--- src/rtl/gau_pkg.sv ---
package gau_pkg;
  localparam logic [2:0] OP_ADD_HI   = 3'd0;
  localparam logic [2:0] OP_ADD_PAIR = 3'd1;
  localparam logic [2:0] OP_SHL      = 3'd2;
  localparam logic [2:0] OP_SHR      = 3'd3;
  localparam logic [2:0] OP_LOAD_HI  = 3'd4;
  localparam logic [2:0] OP_LOAD_PAIR= 3'd5;

  typedef struct packed {
    logic ext;
    logic sticky;
    logic neg;
    logic carry;
    logic latch;
  } gau_flags_t;
endpackage

--- src/rtl/gau_operand.sv ---
module gau_operand
  import gau_pkg::*;
#(
  parameter int HALF_W  = 16,
  parameter int GUARD_W = 4
) (
  input  logic [2:0]                  op,
  input  logic [HALF_W-1:0]           hi,
  input  logic [HALF_W-1:0]           lo,
  input  logic                        uns,
  output logic [2*HALF_W+GUARD_W-1:0] value
);
  localparam int WORD_W = 2 * HALF_W;

  logic [WORD_W-1:0] word;
  logic              fill;
  logic              upper_only;
  logic              is_load;

  always_comb begin
    upper_only = (op == OP_ADD_HI) || (op == OP_LOAD_HI);
    is_load    = (op == OP_LOAD_HI) || (op == OP_LOAD_PAIR);
    word       = upper_only ? {hi, {HALF_W{1'b0}}} : {hi, lo};
    fill       = word[WORD_W-1] & (is_load | ~uns);
    value      = {{GUARD_W{fill}}, word};
  end
endmodule

--- src/rtl/gau_alu.sv ---
module gau_alu
  import gau_pkg::*;
#(
  parameter int HALF_W  = 16,
  parameter int GUARD_W = 4
) (
  input  logic [2:0]                  op,
  input  logic [2*HALF_W+GUARD_W-1:0] acc_q,
  input  gau_flags_t                  flags_q,
  input  logic [2*HALF_W+GUARD_W-1:0] operand,
  output logic [2*HALF_W+GUARD_W-1:0] acc_d,
  output gau_flags_t                  flags_d,
  output logic                        legal
);
  localparam int WORD_W = 2 * HALF_W;
  localparam int ACC_W  = WORD_W + GUARD_W;
  localparam int MSB    = ACC_W - 1;

  logic [ACC_W-1:0] res;
  logic             ev;
  logic             may_trip;

  always_comb begin
    res      = acc_q;
    flags_d  = flags_q;
    legal    = 1'b1;
    may_trip = 1'b0;
    case (op)
      OP_ADD_HI, OP_ADD_PAIR: begin
        res      = acc_q + operand;
        may_trip = 1'b1;
      end
      OP_SHL: begin
        res           = {acc_q[MSB-1:0], 1'b0};
        flags_d.neg   = res[MSB];
        flags_d.carry = acc_q[MSB];
        may_trip      = 1'b1;
      end
      OP_SHR: begin
        res           = {acc_q[MSB], acc_q[MSB:1]};
        flags_d.neg   = res[MSB];
        flags_d.carry = acc_q[0];
      end
      OP_LOAD_HI, OP_LOAD_PAIR: begin
        res = operand;
      end
      default: legal = 1'b0;
    endcase

    ev = res[MSB:WORD_W] != {GUARD_W{res[WORD_W-1]}};

    if (op == OP_LOAD_HI || op == OP_LOAD_PAIR) begin
      flags_d.ext    = 1'b0;
      flags_d.sticky = 1'b0;
    end else if (legal) begin
      flags_d.ext = ev;
    end

    if (may_trip && ev && !flags_q.sticky && (res[MSB] != acc_q[MSB])) begin
      flags_d.sticky = 1'b1;
      flags_d.latch  = res[MSB];
    end

    acc_d = res;
  end
endmodule

--- src/rtl/guard_accum_unit.sv ---
module guard_accum_unit
  import gau_pkg::*;
#(
  parameter int HALF_W  = 16,
  parameter int GUARD_W = 4
) (
  input  logic                        clk,
  input  logic                        rst_n,
  input  logic                        op_valid,
  input  logic [2:0]                  op_code,
  input  logic [HALF_W-1:0]           op_hi,
  input  logic [HALF_W-1:0]           op_lo,
  input  logic                        op_unsigned,
  output logic [2*HALF_W+GUARD_W-1:0] acc,
  output logic                        flag_ext_ovf,
  output logic                        flag_sticky_ovf,
  output logic                        flag_neg,
  output logic                        flag_carry,
  output logic                        sign_latch,
  output logic                        done
);
  localparam int WORD_W = 2 * HALF_W;
  localparam int ACC_W  = WORD_W + GUARD_W;

  logic [ACC_W-1:0] acc_q, acc_d, operand;
  gau_flags_t       flags_q, flags_d;
  logic             legal, fire, done_q;

  gau_operand #(.HALF_W(HALF_W), .GUARD_W(GUARD_W)) u_operand (
    .op(op_code), .hi(op_hi), .lo(op_lo), .uns(op_unsigned), .value(operand)
  );

  gau_alu #(.HALF_W(HALF_W), .GUARD_W(GUARD_W)) u_alu (
    .op(op_code), .acc_q(acc_q), .flags_q(flags_q), .operand(operand),
    .acc_d(acc_d), .flags_d(flags_d), .legal(legal)
  );

  always_comb fire = op_valid && legal;

  always_ff @(posedge clk or negedge rst_n) begin
    if (!rst_n) begin
      acc_q   <= '0;
      flags_q <= '0;
      done_q  <= 1'b0;
    end else begin
      done_q <= fire;
      if (fire) begin
        acc_q   <= acc_d;
        flags_q <= flags_d;
      end
    end
  end

  assign acc             = acc_q;
  assign flag_ext_ovf    = flags_q.ext;
  assign flag_sticky_ovf = flags_q.sticky;
  assign flag_neg        = flags_q.neg;
  assign flag_carry      = flags_q.carry;
  assign sign_latch      = flags_q.latch;
  assign done            = done_q;

  p_ext_matches_guard_r4: assert property (@(posedge clk) disable iff (!rst_n)
    flag_ext_ovf == (acc[ACC_W-1:WORD_W] != {GUARD_W{acc[WORD_W-1]}}));

  p_load_clears_r8: assert property (@(posedge clk) disable iff (!rst_n)
    (op_valid && (op_code == OP_LOAD_HI || op_code == OP_LOAD_PAIR))
    |=> (!flag_ext_ovf && !flag_sticky_ovf));

  p_sticky_holds_r5: assert property (@(posedge clk) disable iff (!rst_n)
    (flag_sticky_ovf && !(op_valid && (op_code == OP_LOAD_HI || op_code == OP_LOAD_PAIR)))
    |=> flag_sticky_ovf);

  p_latch_quiet_r5: assert property (@(posedge clk) disable iff (!rst_n)
    !(op_valid && (op_code == OP_ADD_HI || op_code == OP_ADD_PAIR || op_code == OP_SHL))
    |=> $stable(sign_latch));

  p_shr_keeps_sign_r7: assert property (@(posedge clk) disable iff (!rst_n)
    (op_valid && op_code == OP_SHR) |=> (acc[ACC_W-1] == $past(acc[ACC_W-1])));

  p_done_follows_issue_r10: assert property (@(posedge clk) disable iff (!rst_n)
    done |-> $past(op_valid));

  p_idle_stable_r10: assert property (@(posedge clk) disable iff (!rst_n)
    !op_valid |=> ($stable(acc) && !done));
endmodule

--- config.mk ---
export PLATFORM = sky130hd
export DESIGN_NAME = guard_accum_unit
export DESIGN_NICKNAME = d
export VERILOG_FILES = /design/src/rtl/gau_pkg.sv /design/src/rtl/gau_operand.sv /design/src/rtl/gau_alu.sv /design/src/rtl/guard_accum_unit.sv
export SDC_FILE = /design/constraint.sdc
export NUM_CORES = 1
export LEC_CHECK = 0
export BUFFER_PORTS_ARGS = -buffer_cell sky130_fd_sc_hd__buf_4
export CAP_MARGIN = 20
export CELL_PAD_IN_SITES_DETAIL_PLACEMENT = 0
export CELL_PAD_IN_SITES_GLOBAL_PLACEMENT = 2
export CORE_UTILIZATION = 35
export CTS_BUF_LIST = sky130_fd_sc_hd__clkbuf_2 sky130_fd_sc_hd__clkbuf_4 sky130_fd_sc_hd__clkbuf_8
export DETAILED_ROUTE_END_ITERATION = 16
export PLACE_DENSITY_LB_ADDON = 0.1
export SLEW_MARGIN = 10
export SYNTH_ARGS = -nofsm -noshare
export SYNTH_HDL_FRONTEND = slang
export SYNTH_HIERARCHICAL = 1
export SYNTH_SLANG_ARGS = --single-unit
--- constraint.sdc ---
create_clock -name clk -period 3.05 [get_ports clk]
set_clock_uncertainty 0.05 [all_clocks]
set_input_delay 0.915 -clock clk [delete_from_list [all_inputs] [get_ports clk]]
set_output_delay 0.915 -clock clk [all_outputs]
set_load 0.1 [all_outputs]
== Word level (Yosys, flattened, before mapping) ==
Index checks and enable logic that the tools add are counted.
Storage, ports and cells
  bits in read-only memories: 0
  input bits: 39
  memories: 0
  output and inout port bits: 42
  latch bits: 0
  logic and storage cells: 49
  RAM bits: 0
  flip-flop bits (word level): 42
Cells by class
  $mul: 0
  bitwise logic cells: 3
  add/subtract/negate cells: 1
  equality and inequality tests: 7
  order comparisons: 0
  div/mod/pow operators: 0
  multiplexer cells: 9
  shift-type cells: 0
  reduce and logical (&&, ||, !) cells: 21
Operators by type and width (number)
  36-bit one-hot mux with 4 select lines: 1
  36-bit adder: 1
  16-bit 2-to-1 mux: 1
  2-bit AND reduction: 5
  3-bit by 2-bit equality test with 1-bit output (second input constant): 2
  3-bit equality test (second input constant): 2
  1-bit 2-to-1 mux: 6
  2-bit nonzero test: 3
  6-bit OR reduction: 1
  1-bit logical AND: 4
  4-bit != test: 1
  2-bit one-hot mux with 2 select lines: 1
  4-bit nonzero test: 1
  2-bit OR reduction: 2
  3-bit by 1-bit equality test with 1-bit output (second input constant): 1
  3-bit zero test: 1
  3-bit OR reduction: 1
  1-bit logical OR: 2
  1-bit AND: 1
  1-bit zero test: 1
  1-bit != test: 1
  1-bit inverter: 1
  1-bit OR: 1

== Depth between registers and ports, before layout ==
Gate-level depths: netlist of the first run.
  depth in word-level cells: 12
  depth in mapped cells: 16

== Hierarchy ==
The synthesis of the first run kept the hierarchy.
Modules (own cells, without submodules)
  gau_alu: instances 1, sequential area each 0.0 um^2, area an instance 3465.8 um^2, cells each 414
  guard_accum_unit: instances 1, sequential area each 1051.0 um^2, area an instance 1714.1 um^2, cells each 89
  gau_operand: instances 1, sequential area each 0.0 um^2, area an instance 309.0 um^2, cells each 40

== Least setup slack after synthesis of the first run ==
No wires, ideal clock.
  kind: input-to-reg
  start: in op_code[0]
  end: reg, netlist name sign_latch
  arrival: 4028 ps
  path buffers: 1
  setup time: 126 ps
  path slack: -1153 ps
  stages: 16
  path through: nor2_4 buf_6 nor2b_2 ha_1 fa_1 a211oi_2 o21ai_1 a32oi_1 o221ai_4 a41oi_4 o2111ai_1 nor3b_4 nor4_4 o21bai_1 a22o_1 mux2_4
On the way
  elaborated cells on any way between the ends: 26
  those cells by class: add/sub (1); eq/ne (7); mux (4); bitwise (2); reduce/logical (12)
RTL lines
  start, declared: RTL line guard_accum_unit.sv:10  | input logic [2:0] op_code,
  3-bit equality test / 3-bit zero test (equally long branches): RTL line gau_operand.sv:21  | upper_only = (op == OP_ADD_HI) || (op == OP_LOAD_HI);
  1-bit logical OR *: RTL line gau_operand.sv:21
  16-bit 2-to-1 mux *: RTL line gau_operand.sv:23  | word = upper_only ? {hi, {HALF_W{1'b0}}} : {hi, lo};
  via operand[0]: RTL line guard_accum_unit.sv:25  | logic [ACC_W-1:0] acc_q, acc_d, operand;
  36-bit adder *: RTL line gau_alu.sv:30  | res = acc_q + operand;
  36-bit one-hot mux with 4 select lines *: RTL line gau_alu.sv:28  | case (op)
  4-bit != test: RTL line gau_alu.sv:50  | ev = res[MSB:WORD_W] != {GUARD_W{res[WORD_W-1]}};
  1-bit logical AND (3 in a row): RTL line gau_alu.sv:59  | if (may_trip && ev && !flags_q.sticky && (res[MSB] != acc_q[MSB])) begin
  2-bit AND reduction (no line)
Mark *: on every way through the listed nets, which the timed path passes. The rest lies on a longest branch.
A chain may end at the register's enable or synchronous reset.

== Worst setup path after layout of the first run ==
  start: in op_code[1]
  end: reg, netlist name sign_latch
On the way
  elaborated cells on any way between the ends: 26
  those cells by class: add/sub (1); eq/ne (7); mux (4); bitwise (2); reduce/logical (12)
RTL lines (RTL line)
  3-bit equality test / 3-bit zero test (equally long branches): gau_operand.sv:21
  1-bit logical OR *: gau_operand.sv:21
  16-bit 2-to-1 mux *: gau_operand.sv:23
  via operand[11]: guard_accum_unit.sv:25
  36-bit adder *: gau_alu.sv:30
  36-bit one-hot mux with 4 select lines *: gau_alu.sv:28
  4-bit != test: gau_alu.sv:50
  1-bit logical AND (3 in a row): gau_alu.sv:59
  2-bit AND reduction (no line)
Marks and branches as above.

==> results.py, run 1 <==
metrics = {
    "status": {
        "status": "finished with violations",
        "violations": "negative setup slack",
    },
    "detailed_routing": {
        "vias": 5202,
        "post_drt_via_cell_ratio": 5.17,
        "drt_first_pass_iters": 4,
        "drtAntennaViolNets": 0,
        "wl_microns": 17600,
        "drc": 0,
        "wl_per_cell_microns": 17.5,
        "drt_iter0_drc": 175,
    },
    "critical_path": {
        "rr_startpoint": "acc[28]",
        "slowest_stage": "ha_4",
        "crit_family": "compound AO/OA/AOI/OAI gates",
        "path_depth": 18,
        "r2r_cells": 14,
        "worstPathMaxFanout": 6,
        "path_class": "in2reg",
        "rrSetupSlack_ps": -430,
        "cp.arrival_ps": 4090,
        "critPathLaunchType": "primary input",
        "rr_endpoint": "flag_ext_ovf",
        "crit_chain": "buf_8 > nor2_4 > buf_12 > and2b_2 > ha_4 > and3_4 > and3_4 > o311ai_4 > a21boi_2 > nor2_4 > o221a_4 > buf_4 > buf_4 > xnor2_1 > a21oi_2 > o21bai_1 > a22o_1 > mux2_4",
        "cp-end-kind": "register",
        "crit_buf_inv": 4,
        "cp.required_ps": 3230,
        "cpPeakStageDelay_ps": 300,
    },
    "worst_hold_path": {
        "hold_path.class": "reg2reg",
        "hold_end": "flag_neg",
        "min_from": "flag_neg",
        "hold_depth": 1,
    },
    "synth": {
        "avgSynthCellArea_sq_um": 10.1,
        "synth-seq-cells": 42,
        "syn_inst": 543,
        "synthesis.area_sq_mm": 0.00549,
        "yosysMostFrequentCell": "dfrtp_1",
        "synth_top_family_by_area": "multiplexers",
        "synthAdderAreaFrac_pct": 8.34,
        "async_flop_share_pct": 100,
        "muxShareOfSynthArea_pct": 30.0,
        "synth_edf_count": 0,
        "synth_top_cell_by_area": "dfrtp_1",
        "yosys.area_share.simple_pct": 12.9,
        "synth_cell_types": 77,
        "synth-compound-area-share_pct": 18.2,
        "yosysTopAreaCellShare_pct": 19.1,
        "synth_commonest_cells": "dfrtp_1 (42), mux2_4 (39), a21oi_1 (37), ha_1 (35), nand2_1 (34)",
        "ys_warn_count": 6,
        "synth-xor-area-share_pct": 4.79,
        "ys_dominant_reg_cell": "dfrtp_1",
        "post_synth_main_area_contributors": "dfrtp_1 (19%), mux2_4 (11%), mux4_2 (10%)",
        "syn-num-nets": 618,
        "ys_seq_area_share_pct": 19.1,
    },
    "clocking": {
        "cts_buffer_depth": 2,
        "root_buffer": "clkbuf_8",
        "cts.clk_slew.worst_paths_ps": 110,
        "cts_tree": "yes",
        "cts_sinks": 42,
        "htree_num_levels": 2,
        "cts_hold_buf": 0,
        "insertion_delay_ps": 340,
        "cts_buffers": 5,
    },
    "power": {
        "leakagePower_nw": 3.94,
        "p_per_area_mw_per_mm2": 1210,
        "ir_drop_mv": 0.783,
    },
    "global_route": {
        "track_usage_pct": 22.7,
        "antenna_found_initial": 0,
        "grt_max_degree": 43,
        "overflow": 0,
        "grt_pass1_wl_microns": 28900,
        "grt_pass1_vias": 5508,
    },
    "sta": {
        "hold_viol": 0,
        "period_share_pct": 128,
        "rsz0062_at_grt": "yes",
        "fmax_mhz": 256,
        "setup_viol": 35,
        "fin_hold_ws_ps": 510,
        "worst_pin_slew_ps": 642,
        "fin_ws_ps": -857,
        "finalCriticalPeriod_ps": 3910,
        "relSlewSlack_pct": 57.2,
        "drv_slew": 0,
    },
    "floorplanning": {
        "num_rows": 45,
        "die_h_microns": 127,
        "coreArea_sq_mm": 0.0153,
        "die_w_microns": 127,
        "die-area_sq_mm": 0.0162,
        "io_pins": 81,
        "initial_core_util_pct": 36.0,
    },
    "run": {
        "drv_cap": 0,
    },
    "finish": {
        "fin_nets": 870,
        "antennaDiodeCount": 0,
        "area_delta_synth_final_pct": 56.1,
        "final_core_util_pct": 56.1,
        "seqCellArea_sq_mm": 0.00105,
        "n_fill_cell": 1377,
        "multi_input_area_sq_mm": 0.00476,
        "drive_above_1_share_pct": 63.8,
    },
    "placed_design": {
        "numPortBuffers": 80,
        "place_hpwl_microns": 12900,
        "gp_congestion": 0.807,
    },
}
[power breakdown]
group / total (mW) / switching (mW) / internal (mW)
clock: 0.435 / 0.268 / 0.166
sequential: 1.05 / 0.224 / 0.821
combinational: 8.87 / 4.88 / 3.99
[state kept, by name (all words and copies together), names as in the netlist]
signal / cells
flag_sticky_ovf: 1
acc: 36
flag_neg: 1
done: 1
flag_carry: 1
sign_latch: 1
flag_ext_ovf: 1
[how the worst max path moves through the flow]
| stage | startpoint | endpoint | slack, ps |
|---|---|---|---|
| after floorplan | op_code[0] | sign_latch | -960 |
| after global placement | op_code[0] | sign_latch | -1270 |
| after detailed placement | op_code[0] | sign_latch | -1330 |
| after CTS | op_code[0] | sign_latch | -820 |
| after global routing | op_code[1] | acc[28] | -950 |
| final | op_code[1] | sign_latch | -860 |
[layout by cell type (no fill, tap or decap), drive strengths merged, types with 2 or more instances in the layout]
cell,netlist,layout
a211o,2,2
a211oi,5,5
a21boi,4,4
a21o,10,10
a21oi,41,41
a221o,2,2
a22oi,6,6
a311oi,2,2
a31oi,6,6
a41oi,2,2
and2,4,4
and2b,4,4
and3,6,6
buf,37,292
clkbuf,10,5
dfrtp,42,42
ha,35,35
inv,12,13
mux2,70,70
mux2i,15,15
mux4,25,25
nand2,35,35
nand2b,2,2
nand3,9,9
nand4,5,5
nor2,32,32
nor2b,15,15
nor3,5,5
nor3b,2,2
nor4,6,6
o2111ai,2,2
o211ai,2,2
o21a,3,3
o21ai,24,24
o21bai,7,7
o221ai,5,5
o311ai,2,2
o31ai,2,2
xnor2,25,25
xor2,5,5
[timing repair]
| action | CTS | global route |
|---|---|---|
| endpoints found under the setup margin | 34 | 35 |
| buffers inserted | 27 | 15 |
| gates resized for setup | 79 | 47 |
| cloned | 1 | 0 |
| pin swaps | 30 | 38 |
[cells by family (layout without fill, tap and decap cells)]
kind of cell / Yosys count / after routing
fa+ha+maj: 36 / 36
flops: 42 / 42
compound gates: 138 / 138
buf+inv: 59 / 312
mux: 110 / 110
simple gates: 128 / 128
xor+xnor: 30 / 30
[cell type report]
| cell class | count | share of cell area (%) |
|---|---|---|
| multi-input combinational | 442 | 55.6 |
| timing repair buffer | 292 | 27.5 |
| sequential | 42 | 12.3 |
| tap | 211 | 3.08 |
| clock buffer | 5 | 0.803 |
| inverter | 12 | 0.526 |
| clock inverter | 3 | 0.292 |
[through the flow]
| step | instance area [sq um] | setup TNS (ps) | worst slack, ps | power [mW] | cells |
|---|---|---|---|---|---|
| after floorplan | 5620 | -17670 | -963 | 6.21 | 543 |
| after global placement | 7580 | -32110 | -1270 | 8.73 | 969 |
| after detailed placement | 7580 | -34080 | -1330 | 8.83 | 969 |
| after CTS | 8290 | -18970 | -820 | 9.99 | 1001 |
| after global routing | 8570 | -23260 | -954 | 11.0 | 1007 |
| final | 8570 | -20110 | -857 | 10.4 | 1007 |
[metal layers]
| layer | up-vias | track usage, % | routed length, microns | share of wire, % |
|---|---|---|---|---|
| li1 | 2547 | - | - | - |
| met1 | 2562 | 33.0 | 9080 | 51 |
| met2 | 82 | 36.2 | 7950 | 45 |
| met3 | 11 | 2.89 | 468 | 2.7 |
| met4 | 0 | 4.27 | 142 | 0.81 |
| met5 | - | 0 | 0 | 0 |
Note: power is estimated with default switching activity, not from simulation.
==> run 2: changes to the inputs <==
Settings changed: CORE_UTILIZATION 35 to 31, SYNTH_HIERARCHICAL 1 to unset.
==> run 2 against run 1 <==
Against the previous run: the flow still finishes with violations (negative setup slack); die area increased by 12%; sequential power decreased by 24%; critical path depth decreased by 1; clock-buffer cell count unchanged; sequential share of layout area increased by 0.067 points; synthesized cell count increased by 36%; largest power group unchanged; via count increased by 29%; critical path type unchanged; maximum frequency decreased by 11%; clock power increased by 15%.
==> results.py, run 2 <==
metrics = {
    "finish": {
        "fin_nets": 1055,
        "antennaDiodeCount": 0,
        "final_cell_mix": "buf_4 (288), nand2_1 (80), nor2_1 (55)",
        "largest_reg_flops": 36,
        "design_area_sq_mm": 0.00852,
        "area_delta_synth_final_pct": 56.9,
        "drive_above_1_share_pct": 44.2,
        "layout_commonest_cell": "buf_4",
        "final_core_util_pct": 49.6,
    },
    "global_route": {
        "track_usage_pct": 25.5,
        "grt_max_degree": 47,
        "grt_pass1_vias": 6778,
        "overflow": 0,
        "antenna_found_initial": 0,
        "grt_pass1_wl_microns": 36300,
    },
    "synth": {
        "avgSynthCellArea_sq_um": 7.34,
        "synth_top_cell_by_area": "dfrtp_1",
        "post_synth_main_area_contributors": "dfrtp_1 (19%), o21ai_0 (7.5%), nand2_1 (5.7%)",
        "ys_dominant_reg_cell": "dfrtp_1",
        "async_flop_share_pct": 100,
        "ys_warn_count": 0,
        "syn-num-nets": 804,
        "synth_cell_types": 76,
        "synth_commonest_cells": "nand2_1 (83), o21ai_0 (81), a21oi_1 (62), nor2_1 (58), clkbuf_1 (50)",
        "yosysTopAreaCellShare_pct": 19.4,
        "synth_edf_count": 0,
        "synth-seq-cells": 42,
        "yosysMostFrequentCell": "nand2_1",
        "synthesis.area_sq_mm": 0.00543,
        "ys_seq_area_share_pct": 19.4,
        "syn_inst": 740,
    },
    "sta": {
        "drv_slew": 0,
        "period_share_pct": 143,
        "worst_pin_slew_ps": 713,
        "setup_viol": 35,
        "hold_viol": 0,
        "rsz0062_at_grt": "yes",
        "relSlewSlack_pct": 52.5,
        "finalCriticalPeriod_ps": 4380,
        "fin_ws_ps": -1330,
        "fmax_mhz": 229,
    },
    "run": {
        "drv_cap": 0,
    },
    "detailed_routing": {
        "drt_first_pass_iters": 5,
        "drtAntennaViolNets": 0,
        "post_drt_via_cell_ratio": 5.52,
        "vias": 6723,
        "wl_microns": 22700,
        "drc": 0,
        "wl_per_cell_microns": 18.7,
        "drt_iter0_drc": 429,
    },
    "floorplanning": {
        "num_rows": 48,
        "io_pins": 81,
        "die_w_microns": 134,
        "die_h_microns": 134,
        "die-area_sq_mm": 0.0180,
        "coreArea_sq_mm": 0.0172,
        "initial_core_util_pct": 31.6,
    },
    "placed_design": {
        "place_hpwl_microns": 16700,
        "numPortBuffers": 80,
        "gp_congestion": 0.871,
        "placed_area_sq_mm": 0.00771,
    },
    "critical_path": {
        "critPathLaunchType": "primary input",
        "cp.arrival_ps": 4570,
        "path_class": "in2reg",
        "worstPathMaxFanout": 3,
        "cp.required_ps": 3240,
        "cp-end-kind": "register",
    },
    "worst_hold_path": {
        "hold_path.class": "reg2reg",
    },
    "power": {
        "leakagePower_nw": 3.87,
        "ir_drop_mv": 0.300,
        "p_per_area_mw_per_mm2": 616,
    },
    "clocking": {
        "cts.clk_slew.worst_paths_ps": 110,
        "cts_buffer_depth": 2,
        "cts_buffers": 5,
        "root_buffer": "clkbuf_8",
        "insertion_delay_ps": 340,
        "cts_tree": "yes",
        "htree_num_levels": 2,
        "cts_sinks": 42,
    },
    "status": {
        "violations": "negative setup slack",
        "status": "finished with violations",
    },
}
run 2: cell count changes after synthesis, moves of 11 or more:
cell / previous run / this run
o21ai_0: 17 / 81
nand2_1: 34 / 83
clkbuf_1: 9 / 50
mux2_4: 39 / 1
nor2_1: 30 / 58
a21oi_1: 37 / 62
mux4_2: 25 / 0
buf_4: 20 / 1
mux2_2: 31 / 15
o22ai_1: 0 / 13
nand4_1: 5 / 17
ha_1: 35 / 24
run 2: per-layer routing:
metal | share of wire (%) | wire, microns | up-vias | GRT usage [%]
li1 | - | - | 3253 | -
met5 | 0 | 0 | - | 0
met1 | 44 | 10100 | 3261 | 32.0
met3 | 3.5 | 801 | 34 | 3.25
met2 | 50 | 11400 | 175 | 45.6
met4 | 2.0 | 446 | 0 | 6.93
run 2: worst max-delay path, stage by stage:
cell and delay [ps]:
buf_6 90, or2_4 260, and2_4 150, ha_4 150
fa_2 340, maj3_2 310, maj3_2 330, a211oi_4 260
o21a_1 200, o31a_2 190, o31ai_4 80, or4b_1 490
nand3_2 110, nor3_2 40, mux2i_1 170, nand3_1 150
mux2_4 320
run 2: cells by family after synthesis:
family | Yosys count | share of synthesized area [%]
buffers and inverters | 86 | 6.41
adders and majority gates | 33 | 7.42
xor gates and xnor gates | 37 | 6.11
muxes | 36 | 7.07
AOI/OAI and AO/OA | 277 | 34.0
DFF | 42 | 19.4
and+or+nand+nor | 229 | 19.7
run 2: final timing paths:
kind	from	to	slack (ps)	cells past startpoint
worst max register to register	acc[0]	sign_latch	-700	14
worst max-delay path	op_code[1]	sign_latch	-1330	17
max in group asynchronous	rst_n	acc[17]	1950	1
worst min register to register	flag_carry	flag_carry	450	2
min in group asynchronous	rst_n	acc[3]	540	1
worst min-delay path	flag_carry	flag_carry	450	2
run 2: cell type report:
type | instances | area [sq um]
fillers | 1725 | 8660
multi-input cells | 612 | 4570
repair buffers | 310 | 2440
flip-flops and latches | 42 | 1050
well taps | 225 | 282
inverters | 20 | 75.1
clock buffers | 5 | 68.8
clock inverters | 3 | 40.0
run 2: power breakdown:
| part | internal [mW] | switching [mW] | total (mW) |
|---|---|---|---|
| Sequential | 0.674 | 0.122 | 0.796 |
| Clock | 0.242 | 0.257 | 0.499 |
| Combinational | 1.61 | 2.35 | 3.95 |
run 2: metrics by stage:
stage	total power [mW]	hold slack, ps	setup WS (ps)	instances	setup TNS, ps
floorplan	3.07	569	-1870	740	-32710
global placement	4.37	419	-1680	1189	-34700
detailed placement	4.38	425	-1740	1189	-36380
CTS	5.12	450	-1320	1211	-23350
global route	5.56	459	-1470	1217	-28930
finish	5.25	447	-1330	1217	-24830
run 2: timing repair:
action,CTS,global route
pin swaps,47,48
setup buffers,16,9
gates resized for setup,65,51
hold buffers,0,0
setup endpoints to repair,34,36
